$ cat config.mk
export PLATFORM = sky130hd
export DESIGN_NAME = reset_supervisor
export DESIGN_NICKNAME = d
export VERILOG_FILES = /design/src/rtl/rsup_pkg.sv /design/src/rtl/rsup_sync.sv /design/src/rtl/rsup_delay.sv /design/src/rtl/rsup_watchdog.sv /design/src/rtl/reset_supervisor.sv
export SDC_FILE = /design/constraint.sdc
export NUM_CORES = 1
export LEC_CHECK = 0
export ABC_AREA = 0
export ABC_CLOCK_PERIOD_IN_PS = 2700
export BUFFER_PORTS_ARGS = -buffer_cell sky130_fd_sc_hd__clkbuf_2
export CAP_MARGIN = 10
export CORE_MARGIN = 1
export CORE_UTILIZATION = 40
export CTS_CLUSTER_SIZE = 16
export DETAILED_ROUTE_END_ITERATION = 8
export PLACE_DENSITY_LB_ADDON = 0.05
export SKIP_CTS_REPAIR_TIMING = 1
export SYNTH_ARGS = -nofsm -noshare
export SYNTH_HDL_FRONTEND = slang
export SYNTH_HIERARCHICAL = 1
export SYNTH_SLANG_ARGS = --single-unit
$ cat constraint.sdc
create_clock -name clk -period 2.7 [get_ports clk]
set_input_delay 0.54 -clock clk [delete_from_list [all_inputs] [get_ports clk]]
set_output_delay 0.54 -clock clk [all_outputs]
set_load 0.02 [all_outputs]
$ cat src/rtl/rsup_pkg.sv
package rsup_pkg;
  // Cycle counts assuming a 1 MHz supervisor clock.
  localparam int unsigned TD_LONG_CYC   = 200_000;   // 200 ms settling delay
  localparam int unsigned TD_SHORT_CYC  = 25_000;    // 25 ms settling delay
  localparam int unsigned TOUT_DEF_CYC  = 1_600_000; // 1.6 s watchdog timeout
  localparam int unsigned SYNC_DEF      = 2;         // synchronizer depth

  function automatic int unsigned cnt_width(input int unsigned max_val);
    return (max_val < 2) ? 1 : $clog2(max_val + 1);
  endfunction
endpackage

$ cat src/rtl/rsup_sync.sv
module rsup_sync #(
  parameter int unsigned STAGES = 2
) (
  input  logic clk,
  input  logic rst_n,
  input  logic d,
  output logic toggled
);
  // stage STAGES is the history flop used for change detection
  logic [STAGES:0] stg_q;

  always_ff @(posedge clk or negedge rst_n) begin
    if (!rst_n) stg_q[0] <= 1'b0;
    else        stg_q[0] <= d;
  end

  for (genvar i = 1; i <= STAGES; i++) begin : g_stage
    always_ff @(posedge clk or negedge rst_n) begin
      if (!rst_n) stg_q[i] <= 1'b0;
      else        stg_q[i] <= stg_q[i-1];
    end
  end

  assign toggled = stg_q[STAGES-1] ^ stg_q[STAGES];
endmodule

$ cat src/rtl/rsup_delay.sv
module rsup_delay #(
  parameter int unsigned TD_CYC = 12
) (
  input  logic clk,
  input  logic rst_n,
  input  logic load,
  output logic busy
);
  localparam int unsigned TW = rsup_pkg::cnt_width(TD_CYC);
  localparam logic [TW-1:0] TD_VAL = TW'(TD_CYC);

  logic [TW-1:0] cnt_q, cnt_d;
  logic          cnt_en;

  always_comb begin
    cnt_en = load || (cnt_q != '0);
    cnt_d  = cnt_q;
    if (load)               cnt_d = TD_VAL;
    else if (cnt_q != '0)   cnt_d = cnt_q - TW'(1);
  end

  always_ff @(posedge clk or negedge rst_n) begin
    if (!rst_n)      cnt_q <= TD_VAL;
    else if (cnt_en) cnt_q <= cnt_d;
  end

  assign busy = (cnt_q != '0);

  // without a reload the delay counter falls by exactly one per cycle
  p_countdown_r2: assert property (@(posedge clk) disable iff (!rst_n)
    (busy && !load) |=> (cnt_q == $past(cnt_q) - TW'(1)));
endmodule

$ cat src/rtl/rsup_watchdog.sv
module rsup_watchdog #(
  parameter int unsigned TOUT_CYC = 20
) (
  input  logic clk,
  input  logic rst_n,
  input  logic kick,
  input  logic off,
  input  logic rst_active,
  output logic expire
);
  localparam int unsigned WW = rsup_pkg::cnt_width(TOUT_CYC - 1);
  localparam logic [WW-1:0] LAST = WW'(TOUT_CYC - 1);

  logic [WW-1:0] idle_q, idle_d;
  logic          clr;

  always_comb begin
    expire = !off && !rst_active && !kick && (idle_q == LAST);
    clr    = off || rst_active || kick || expire;
    idle_d = clr ? '0 : idle_q + WW'(1);
  end

  always_ff @(posedge clk or negedge rst_n) begin
    if (!rst_n) idle_q <= '0;
    else        idle_q <= idle_d;
  end

  // the strap silences the watchdog
  p_off_quiet_r8: assert property (@(posedge clk) disable iff (!rst_n)
    off |-> !expire);
  // while reset is asserted the idle count is parked at zero
  p_parked_in_rst_r9: assert property (@(posedge clk) disable iff (!rst_n)
    rst_active |=> (idle_q == '0));
endmodule

$ cat src/rtl/reset_supervisor.sv
module reset_supervisor #(
  parameter bit          SHORT_TD = 1'b0,
  parameter int unsigned TD_CYC   = SHORT_TD ? rsup_pkg::TD_SHORT_CYC : rsup_pkg::TD_LONG_CYC,
  parameter int unsigned TOUT_CYC = rsup_pkg::TOUT_DEF_CYC,
  parameter int unsigned SYNC_STG = rsup_pkg::SYNC_DEF
) (
  input  logic clk,
  input  logic por_n,
  input  logic supply_ok,
  input  logic man_rst_n,
  input  logic wdog_in,
  input  logic wdog_off,
  output logic sys_rst_n,
  output logic sys_rst
);
  logic hold_req;
  logic dly_busy;
  logic kick;
  logic wd_expire;

  assign hold_req = !supply_ok || !man_rst_n;

  rsup_sync #(.STAGES(SYNC_STG)) u_sync (
    .clk     (clk),
    .rst_n   (por_n),
    .d       (wdog_in),
    .toggled (kick)
  );

  rsup_delay #(.TD_CYC(TD_CYC)) u_delay (
    .clk   (clk),
    .rst_n (por_n),
    .load  (hold_req || wd_expire),
    .busy  (dly_busy)
  );

  rsup_watchdog #(.TOUT_CYC(TOUT_CYC)) u_wdog (
    .clk        (clk),
    .rst_n      (por_n),
    .kick       (kick),
    .off        (wdog_off),
    .rst_active (sys_rst),
    .expire     (wd_expire)
  );

  assign sys_rst   = hold_req || dly_busy;
  assign sys_rst_n = !sys_rst;

  p_supply_low_r1: assert property (@(posedge clk) disable iff (!por_n)
    !supply_ok |-> sys_rst);
  p_restart_r3: assert property (@(posedge clk) disable iff (!por_n)
    !supply_ok |=> dly_busy);
  p_manual_r4: assert property (@(posedge clk) disable iff (!por_n)
    !man_rst_n |-> sys_rst);
  p_wd_fire_r6: assert property (@(posedge clk) disable iff (!por_n)
    wd_expire |=> sys_rst);
  p_complement_r7: assert property (@(posedge clk) disable iff (!por_n)
    sys_rst_n != sys_rst);
  p_release_r2: assert property (@(posedge clk) disable iff (!por_n)
    $fell(sys_rst) |-> ($past(supply_ok) && $past(man_rst_n)));
endmodule

; ---- Yosys cells after proc, flatten, opt, wreduce, memory -nomap -nowiden
; Cells that the tools add are included.
[word_totals]
ff_bits = 42
in_bits = 6
output_inout_bits = 2
elab_cells = 30
[op_classes]
add_sub_neg = 2
eq_ne = 1
n_mux = 3
bitwise_logic = 1
reduce_logical = 18
[op_table]
columns = operator, n
row1 = $mux W18, 2
row2 = $add A21 B1 Y21 const B, 1
row3 = $eq A21 B21 Y1 const B, 1
row4 = $mux W21, 1
row5 = $reduce_bool A18 Y1, 1
row6 = $sub A18 B1 Y18 const B, 1
row7 = $logic_or A1 B1 Y1, 7
row8 = $logic_not A1 Y1, 5
row9 = $logic_and A1 B1 Y1, 3
row10 = $reduce_and A2 Y1, 1
row11 = $reduce_bool A2 Y1, 1
row12 = $xor A1 B1 Y1, 1

; ---- Depth between registers and ports, before layout
; Gate-level depths: netlist of the first run.
[depth]
depth_word = 10
mapped_depth = 13
mapped_depth_nobuf = 12

; ---- Cells and area by module
; The synthesis of the first run kept the hierarchy.
[by_module_without_submodules]
columns = mod, n_inst, cells_per_inst, area_per_inst_um2, seq_area_each_um2
row1 = rsup_watchdog, 1, 110, 1056.0, 525.5
row2 = rsup_delay, 1, 114, 1054.8, 457.9
row3 = rsup_sync, 1, 4, 83.8, 75.1
row4 = reset_supervisor, 1, 3, 23.8, 0.0

; ---- Worst setup path before layout of the first run
; OpenSTA, ideal clock, no wires.
[synth_timing]
path_type = register to register
startpoint = register u_delay.cnt_q[0]
endpoint = register u_delay.cnt_q[2]
setup_time_ns = 0.137
t_arrival_ns = 3.013
t_required_ns = 2.563
slack_ns = -0.449
path_stages_with_launch = 13
n_path_buf = 2
period_less_slack_ns = 3.149
cell_sequence = dfrtp_1 > inv_1 > ha_1 > nor3b_2 > nand3_1 > or2_1 > nand3b_1 > or3_1 > nor2_1 > nand3b_1 > clkbuf_1 > clkbuf_1 > o22ai_1
[synth_between]
elab_chain_len = 9
word_cells_on_any_way = 13
cone_classes = add/sub (1) / mux (2) / reduce/logical (10)
[synth_rtl]
columns = element, line
row1 = "start, declared", rsup_delay.sv:12  ; logic [TW-1:0] cnt_q, cnt_d;
row2 = "start signal, assigned", rsup_delay.sv:24  ; else if (cnt_en) cnt_q <= cnt_d;
row3 = $reduce_bool A18 Y1 (*), rsup_delay.sv:27  ; assign busy = (cnt_q != '0);
row4 = net dly_busy, reset_supervisor.sv:17  ; logic dly_busy;
row5 = $logic_or A1 B1 Y1 (*), reset_supervisor.sv:46  ; assign sys_rst = hold_req || dly_busy;
row6 = net sys_rst, reset_supervisor.sv:14  ; output logic sys_rst
row7 = $logic_not A1 Y1 (*), rsup_watchdog.sv:18  ; expire = !off && !rst_active && !kick && (idle_q == LAST);
row8 = $logic_and A1 B1 Y1 (*) (3 in series), rsup_watchdog.sv:18
row9 = net wd_expire, reset_supervisor.sv:19  ; logic wd_expire;
row10 = $logic_or A1 B1 Y1 (*), reset_supervisor.sv:33  ; .load (hold_req || wd_expire),
row11 = $reduce_bool A2 Y1 (no line) / $logic_or A1 B1 Y1 (equally long branches), --
row12 = $reduce_and A2 Y1 (no line), --
; Mark *: on every way through the listed nets, which the timed path passes. The rest lies on a longest branch. The select of a mux whose other input is x is not followed.
; A chain may end at the register's enable or synchronous reset.

; ---- Worst setup path in the final report of the first run
[layout_timing]
startpoint = register u_delay.cnt_q[1]
endpoint = register u_delay.cnt_q[1]
[layout_between]
elab_chain_len = 9
word_cells_on_any_way = 13
cone_classes = add/sub (1) / mux (2) / reduce/logical (10)
[layout_rtl]
columns = element, line
row1 = $reduce_bool A18 Y1 (*), rsup_delay.sv:27
row2 = net dly_busy, reset_supervisor.sv:17
row3 = $logic_or A1 B1 Y1 (*), reset_supervisor.sv:46
row4 = $logic_not A1 Y1 (*), rsup_watchdog.sv:18
row5 = $logic_and A1 B1 Y1 (*) (3 in series), rsup_watchdog.sv:18
row6 = net wd_expire, reset_supervisor.sv:19
row7 = $logic_or A1 B1 Y1 (*), reset_supervisor.sv:33
row8 = $reduce_bool A2 Y1 (no line) / $logic_or A1 B1 Y1 (equally long branches), --
row9 = $reduce_and A2 Y1 (no line), --
; Marks and branches as above.

==> results.yml, run 1 <==
power:
  leakage_nw: 1.02
  max-vdd-ir-drop_mv: 0.225
  power.density_nw_per_um2: 443
detailed_routing:
  wl_per_cell_um: 14.6
  vias_per_cell: 5.51
  drt-total-wl_mm: 4.90
  drt-initial-drc-count: 118
  dr.pass1.iters: 4
  route.vias.total: 1852
  route.detailed.drc: 0
  ant_nets: 0
setup_path:
  start_kind: "flip-flop"
  worstRegToRegCells: 13
  cp.required_ps: 2880
  critPathMaxFanout: 5
  worstSetupEndpointType: "flip-flop"
  crit_arrival_ps: 2710
  crit_type: "reg2reg"
sta:
  finalHoldViolCount: 0
  fmax_ghz: 0.395
  min_period_ps: 2530
  post-route-period-util: 0.938
  skew_ps: 7.53
  setup_tns_ps: 0
  final-max-slew-violation-count: 0
  finalSetupViolCount: 0
  worst_pin_slew_ps: 435
  slew_headroom: 0.708
  fin_hold_ws_ps: 122
  worst_slack_ps: 168
yosys:
  synth.avg_cell_area_um2: 9.60
  syn-instance-count: 231
  yosysTopAreaCell: "dfrtp_1"
  seq_area_frac_synth: 0.477
  ys_seq_elements: 42
  synth_area_um2: 2220
  synth_commonest_cells: "dfrtp_1, nor2_1, nor3_1"
  synth_cell_type_count: 46
  synth_nets: 239
  async_flop_share: 1.00
  ys_warn_count: 6
  yosysMostFrequentCell: "dfrtp_1"
  ys_top_cells_by_area: "dfrtp_1, dfstp_2, nor2_1"
  synth_ff_type: "dfrtp_1"
  synth_top_area_frac: 0.406
  synth_edf_count: 0
final_layout:
  finalNetCount: 273
  fin_area_um2: 2640
  area_delta_synth_final_pct: 19.0
  drive_gt1_frac: 0.237
  antenna_cells: 0
placed_design:
  hpwl_mm: 3.52
  place_area_um2: 2490
  port_buffers: 7
  pre_cts_slack_ps: 130
  place.gp.congestion: 0.837
floorplanning:
  die_w_um: 76.5
  initial_core_util: 0.424
  core_um2: 5240
  die_area_um2: 5850
  io_pins: 8
  die_y_um: 76.5
  rows: 26
global_routing:
  grt_first_pass_wirelength_mm: 8.48
  antenna_found_initial: 0
  grt_pass1_vias: 1730
  grt_overflow_total: 0
  grt_usage: 0.184
  grt_max_degree: 31
cts:
  cts_buffer_depth: 2
  worst_skew_pair.late_latency_ps: 300
  clkTransAtPathRegs_ps: 80
  htree_levels: 2
  clockRootBuffer: "clkbuf_8"
  cts_buffers: 5
  cts_tree: "done"
  cts.sinks: 42
job:
  max-cap-violations: 0
min_path:
  hold_class: "in2async"
status:
  status: "completed"
-- cells in the final DEF, fill, tap and decap left out, types with 4 or more instances in the layout --
| cell type | instances |
|---|---|
| o31ai_1 | 7 |
| clkbuf_8 | 5 |
| a21oi_1 | 11 |
| nor4_1 | 6 |
| xnor2_1 | 13 |
| inv_1 | 8 |
| or3_1 | 5 |
| buf_4 | 20 |
| nand2_1 | 13 |
| dfrtp_1 | 35 |
| clkbuf_2 | 7 |
| nand4_1 | 4 |
| mux2i_1 | 4 |
| nor2_1 | 34 |
| or4_1 | 7 |
| nor3_1 | 15 |
| dfstp_2 | 6 |
| o21ai_0 | 5 |
| nand3_1 | 12 |
-- cells by family (layout without fill, tap and decap cells) --
group	after synthesis	count (layout)	share of synthesized area
compound gates	31	31	0.0880
flops	42	42	0.477
buf+inv	14	49	0.0242
mux	5	5	0.0231
xor+xnor	16	16	0.0632
fa+ha+maj	2	2	0.0113
simple gates	121	121	0.313
-- layout make-up --
type                       instances  area, um2
clock buffer                       7       76.3
clock inverter                     1       7.51
fill                             510       2600
inverter                           9       33.8
multi-input combinational        175       1130
sequential                        42       1060
tap                               70       87.6
timing repair buffer              32        246
-- registers in the layout, indices dropped and copies added (netlist names) --
register and flops:
u_wdog/idle_q 21, u_delay/cnt_q 18, u_sync/stg_q 3
-- metal layers --
metal,global-route usage,vias to the layer above,part of all wire
met5,0,-,0
met4,0.0462,0,0.0059
met1,0.273,910,0.53
met2,0.260,34,0.43
li1,-,906,-
met3,0.0503,2,0.037
-- power breakdown --
part           total, W  internal, W  switching (W)
clock          0.000406     0.000183       0.000223
combinational  0.000114    0.0000498      0.0000640
sequential     0.000649     0.000640     0.00000910
total           0.00117     0.000873       0.000296
-- path summary, 6_finish.rpt --
| kind | startpoint | endpoint | slack [ps] |
|---|---|---|---|
| max | u_delay/cnt_q[1] | u_delay/cnt_q[1] | 170 |
| min | por_n | u_wdog/idle_q[17] | 120 |
| max reg2reg | u_delay/cnt_q[1] | u_delay/cnt_q[1] | 170 |
| min reg2reg | u_sync/stg_q[0] | u_sync/stg_q[1] | 350 |
| max in group asynchronous | por_n | u_delay/cnt_q[8] | 1840 |
| min in group clk | wdog_in | u_sync/stg_q[0] | 340 |
-- worst max-delay path, stage by stage, from the launching register on --
cell and delay (ps):
dfrtp_1 380, inv_1 60, ha_2 180, nor3b_4 210, nand3_2 90, or2_1 230, nand3b_1 170, or3_4 390
nor2_1 80, nand3b_1 180, buf_6 130, clkbuf_4 170, buf_4 120, a211oi_2 30
-- stage by stage --
step	cells	power [W]	util
floorplan	231	0.000716	-
global placement	322	0.000765	0.475
detailed placement	322	0.000766	0.475
CTS	330	0.00118	0.491
global route	336	0.00123	0.504
finish	336	0.00117	0.504
(Power assumes the default switching activity.)
==> run 2: changes to the inputs <==
==> constraint.sdc (replaced) <==
create_clock -name clk -period 2.7 [get_ports clk]
set_input_delay 0.27 -clock clk [delete_from_list [all_inputs] [get_ports clk]]
set_output_delay 0.27 -clock clk [all_outputs]
set_load 0.02 [all_outputs]
==> run 2 against run 1 <==
Against the previous run:
- the flow now finishes with violations (negative hold slack)
- worst setup slack lost 5.1 ps
- final cell count fell by 0.60%
- sequential power about the same
- non-clock buffer count fell by 2
- sequential cell count unchanged
- register-to-register slack is essentially flat
- hold slack got worse by 150 ps
- largest cell class unchanged
==> results.yml, run 2 (synthesis gave the netlist of run 1 again) <==
floorplanning:
  die_y_um: 76.5
  core_um2: 5240
  initial_core_util: 0.424
  die_w_um: 76.5
  rows: 26
  io_pins: 8
  die_area_um2: 5850
detailed_routing:
  ant_nets: 0
  drt-total-wl_mm: 4.82
  drt-initial-drc-count: 117
  route.detailed.drc: 0
  wl_met1_mm: 2.50
  met2_wirelength_mm: 2.05
  dr.pass1.iters: 4
  top_layer_used: "met4"
  met3_length_um: 202
  route.vias.total: 1794
  wl_per_cell_um: 14.4
  vias_per_cell: 5.37
status:
  violations: "negative hold slack"
  status: "complete, but fails checks"
placed_design:
  place_area_um2: 2490
  place.gp.congestion: 0.846
  hpwl_mm: 3.44
  dp.cells: 322
  port_buffers: 7
setup_path:
  reg2reg_to: "u_delay/cnt_q[1]"
  reg2reg_setup_slack_ps: 160
  crit_arrival_ps: 2720
  critPathMaxFanout: 8
  worstSetupEndpointType: "flip-flop"
  cp.required_ps: 2880
  r2r_start: "u_delay/cnt_q[0]"
  crit_type: "reg2reg"
  start_kind: "flip-flop"
  worstRegToRegCells: 13
power:
  p_clk_frac: 0.361
  p_sw_w: 0.000298
  power_w: 0.00119
  max-vdd-ir-drop_mv: 0.264
  pwr-share-seq: 0.545
  swShare: 0.250
  power.density_nw_per_um2: 454
  p_int_w: 0.000893
  leakage_nw: 1.02
  combPwrFrac: 0.094
final_layout:
  reg.largest.list: "u_wdog/idle_q: 21 flops, u_delay/cnt_q: 18 flops, u_sync/stg_q: 3 flops"
  area_delta_synth_final_pct: 18.3
  final_common_cell: "dfrtp_1"
  drive_gt1_frac: 0.235
  fin_cells: 334
  multi_input_area_um2: 1130
  antenna_cells: 0
  fin_area_um2: 2630
  finalNetCount: 271
  fillers: 506
  seqCellArea_um2: 1060
  largest-register: "u_wdog/idle_q"
  most-common-layout-cells: "dfrtp_1, nor2_1, buf_4"
  largest_register_ffs: 21
global_routing:
  grt_usage: 0.185
  grt_pass1_vias: 1796
  grt_first_pass_wirelength_mm: 8.60
  grt_overflow_total: 0
  antenna_found_initial: 0
  grt_max_degree: 25
sta:
  final-max-slew-violation-count: 0
  finalHoldViolCount: 23
  skew_ps: 7.60
  fmax_ghz: 0.394
  finalSetupViolCount: 0
  fin_hold_ws_ps: -30.0
  min_period_ps: 2540
  post-route-period-util: 0.940
  worst_pin_slew_ps: 618
  slew_headroom: 0.588
  rsz0062_at_grt: "false"
cts:
  cts.sinks: 42
  cts_buffer_depth: 2
  htree_levels: 2
  worst_skew_pair.late_latency_ps: 300
  cts_buffers: 5
  clockRootBuffer: "clkbuf_8"
  clkTransAtPathRegs_ps: 80
  cts_tree: "done"
job:
  max-cap-violations: 0
min_path:
  hold_class: "in2async"
==> run 2: layer usage <==
layer	up-vias	track usage
li1	898	-
met1	853	0.263
met2	35	0.276
met3	8	0.0359
met4	0	0.0692
met5	-	0
==> run 2: metrics by stage <==
step | worst slack [ps] | hold WS, ps | utilization | TNS (ps)
after floorplan | -88.5 | -25.6 | - | -352
after global placement | 178 | 324 | 0.475 | 0
after detailed placement | 103 | 322 | 0.475 | 0
after CTS | 82.3 | -10.2 | 0.493 | 0
after global routing | 16.6 | 23.2 | 0.501 | 0
final | 163 | -30.0 | 0.501 | 0
==> run 2: worst max path at each step <==
| stage | startpoint | end | slack (ps) | depth (start not counted) |
|---|---|---|---|---|
| 6_report | u_delay/cnt_q[0] | u_delay/cnt_q[1] | 160 | 13 |
| 5_1_grt | u_delay/cnt_q[0] | u_delay/cnt_q[1] | 20 | 13 |
| 4_1_cts | u_delay/cnt_q[0] | u_delay/cnt_q[4] | 80 | 13 |
| 3_5_place_dp | u_delay/cnt_q[0] | u_delay/cnt_q[4] | 100 | 13 |
| 3_3_place_gp | u_delay/cnt_q[1] | u_delay/cnt_q[4] | 180 | 13 |
| 2_1_floorplan | u_delay/cnt_q[0] | u_delay/cnt_q[15] | -90 | 12 |
==> run 2: cell type report <==
type,count,share of cell area
clock buffers,6,0.0315
inverters,9,0.0129
multi-input cells,175,0.430
flip-flops and latches,42,0.403
well taps,70,0.0334
repair buffers,30,0.0844
clock inverters,2,0.00477
==> run 2: worst max-delay path, stage by stage, from the launching register on <==
cell and delay, ps:
dfrtp_1 390, inv_1 60, ha_2 170, nor3b_4 210
nand3_2 90, or2_1 250, nand3b_1 170, or3_4 390
nor2_1 80, nand3b_1 150, buf_12 140, buf_2 160
buf_4 130, a211oi_2 30
==> run 2: power by group through the flow <==
stage	Sequential, W	Clock [W]	Combinational (W)
after global routing	0.000651	0.000472	0.000125
final	0.000649	0.000430	0.000112
after detailed placement	0.000661	0	0.000104
after CTS	0.000649	0.000451	0.000104
after floorplan	0.000664	0	0.0000523
after global placement	0.000661	0	0.000103
==> run 3: changes to the inputs <==
--- a/config.mk
+++ b/config.mk
@@ -13,7 +13,6 @@
 export CORE_UTILIZATION = 40
 export CTS_CLUSTER_SIZE = 16
 export DETAILED_ROUTE_END_ITERATION = 8
-export PLACE_DENSITY_LB_ADDON = 0.05
 export SKIP_CTS_REPAIR_TIMING = 1
 export SYNTH_ARGS = -nofsm -noshare
 export SYNTH_HDL_FRONTEND = slang
==> run 3 against run 2 <==
Against the previous run:
- the run now ends clean
- sequential power up 0.6%
- sequential cell count did not move
- highest routed layer unchanged
- global-route usage is 1.1 points lower
- first-iteration DRC count is 26% lower
- routed wire length shrank 5.6%
==> results.yml, run 3 (synthesis gave the netlist of run 1 again) <==
final_layout:
  largest_register_ffs: 21
  antenna_cells: 0
  drive_gt1_frac: 0.223
  fin_util: 0.498
  fillers: 504
  area_delta_synth_final_pct: 17.6
  largest-register: "u_wdog/idle_q"
  finalNetCount: 267
  final_common_cell: "dfrtp_1"
  reg.largest.list: "u_wdog/idle_q: 21 flops, u_delay/cnt_q: 18 flops, u_sync/stg_q: 3 flops"
  most-common-layout-cells: "dfrtp_1, nor2_1, buf_4"
detailed_routing:
  drt-total-wl_mm: 4.55
  dr.pass1.iters: 4
  route.detailed.drc: 0
  drt-initial-drc-count: 86
  route.vias.total: 1770
  wl_per_cell_um: 13.8
  vias_per_cell: 5.36
  ant_nets: 0
sta:
  rsz0062_at_grt: "false"
  finalSetupViolCount: 0
  slew_headroom: 0.332
  skew_ps: 7.97
  fmax_ghz: 0.394
  min_period_ps: 2540
  finalHoldViolCount: 0
  post-route-period-util: 0.940
  worst_pin_slew_ps: 1000
  setup_tns_ps: 0
  final-max-slew-violation-count: 0
global_routing:
  grt_max_degree: 42
  grt_pass1_vias: 1780
  antenna_found_initial: 0
  grt_overflow_total: 0
  grt_usage: 0.174
  grt_first_pass_wirelength_mm: 8.21
floorplanning:
  io_pins: 8
  initial_core_util: 0.424
  die_area_um2: 5850
  core_um2: 5240
  die_w_um: 76.5
  rows: 26
  die_y_um: 76.5
power:
  max-vdd-ir-drop_mv: 0.277
  power.density_nw_per_um2: 479
  power_w: 0.00125
  leakage_nw: 1.00
cts:
  clockRootBuffer: "clkbuf_8"
  htree_levels: 2
  cts_buffers: 5
  cts.sinks: 42
  clkTransAtPathRegs_ps: 80
  worst_skew_pair.late_latency_ps: 290
  cts_tree: "done"
  cts_buffer_depth: 2
setup_path:
  critPathMaxFanout: 9
  cp.required_ps: 2860
  start_kind: "flip-flop"
  crit_arrival_ps: 2690
  worstSetupEndpointType: "flip-flop"
  crit_type: "reg2reg"
min_path:
  hold_class: "in2reg"
status:
  status: "completed"
placed_design:
  hpwl_mm: 3.22
  place.gp.congestion: 0.794
  port_buffers: 7
job:
  max-cap-violations: 0
==> run 3: cell types whose count changed in the layout (fill, tap and decap cells not counted), sizes merged <==
cell	previous run	this run
bufinv	0	1
buf	23	19
clkinv	1	0
==> run 3: path summary, 6_finish.rpt <==
kind	cells past startpoint	startpoint	endpoint	slack [ps]
min in group asynchronous	1	por_n	u_wdog/idle_q[19]	130
worst max register to register	13	u_delay/cnt_q[1]	u_delay/cnt_q[7]	160
worst min register to register	0	u_sync/stg_q[0]	u_sync/stg_q[1]	360
worst min-delay path	1	wdog_in	u_sync/stg_q[0]	80
max in group asynchronous	2	por_n	u_delay/cnt_q[16]	1860
worst max-delay path	13	u_delay/cnt_q[1]	u_delay/cnt_q[7]	160
==> run 3: worst max-delay path, cell delays in order, from the launching register on <==
cell	delay [ps]
dfrtp_1	380
inv_1	60
ha_2	170
nor3b_4	200
nand3_2	90
or2_1	270
nand3b_1	180
or3_4	380
nor2_1	80
nand3b_1	110
buf_4	160
buf_6	140
or4_1	110
o22ai_1	60
==> run 3: final cells by class <==
class	instances	area, um2	area share
Inverter	9	33.8	0.0129
Clock buffer	6	72.6	0.0278
Multi-Input combinational cell	175	1130	0.435
Clock inverter	2	37.5	0.0144
Tap cell	70	87.6	0.0336
Timing Repair Buffer	26	185	0.0710
Sequential cell	42	1060	0.406
==> run 3: through the flow <==
step	hold WS (ps)	std cells	cell area (um2)	setup WS [ps]
2_1_floorplan	-25.6	231	2250	-88.5
3_3_place_gp	343	320	2470	121
3_5_place_dp	336	320	2470	84.5
4_1_cts	74.3	328	2580	65.3
5_1_grt	68.7	330	2610	9.94
6_report	84.6	330	2610	163
==> run 3: per-layer routing <==
layer | routed length, um | vias to the layer above | GRT usage
met4 | 38 | 0 | 0.0538
met3 | 87 | 4 | 0.0371
met5 | 0 | - | 0
met1 | 2290 | 853 | 0.228
met2 | 2140 | 17 | 0.286
li1 | - | 896 | -
==> run 3: power by group <==
part           leakage (nW)  switching [W]  internal [W]
sequential            0.556      0.0000128      0.000640
combinational         0.395      0.0000572     0.0000433
clock                0.0514       0.000220      0.000276
total                  1.00       0.000290      0.000960
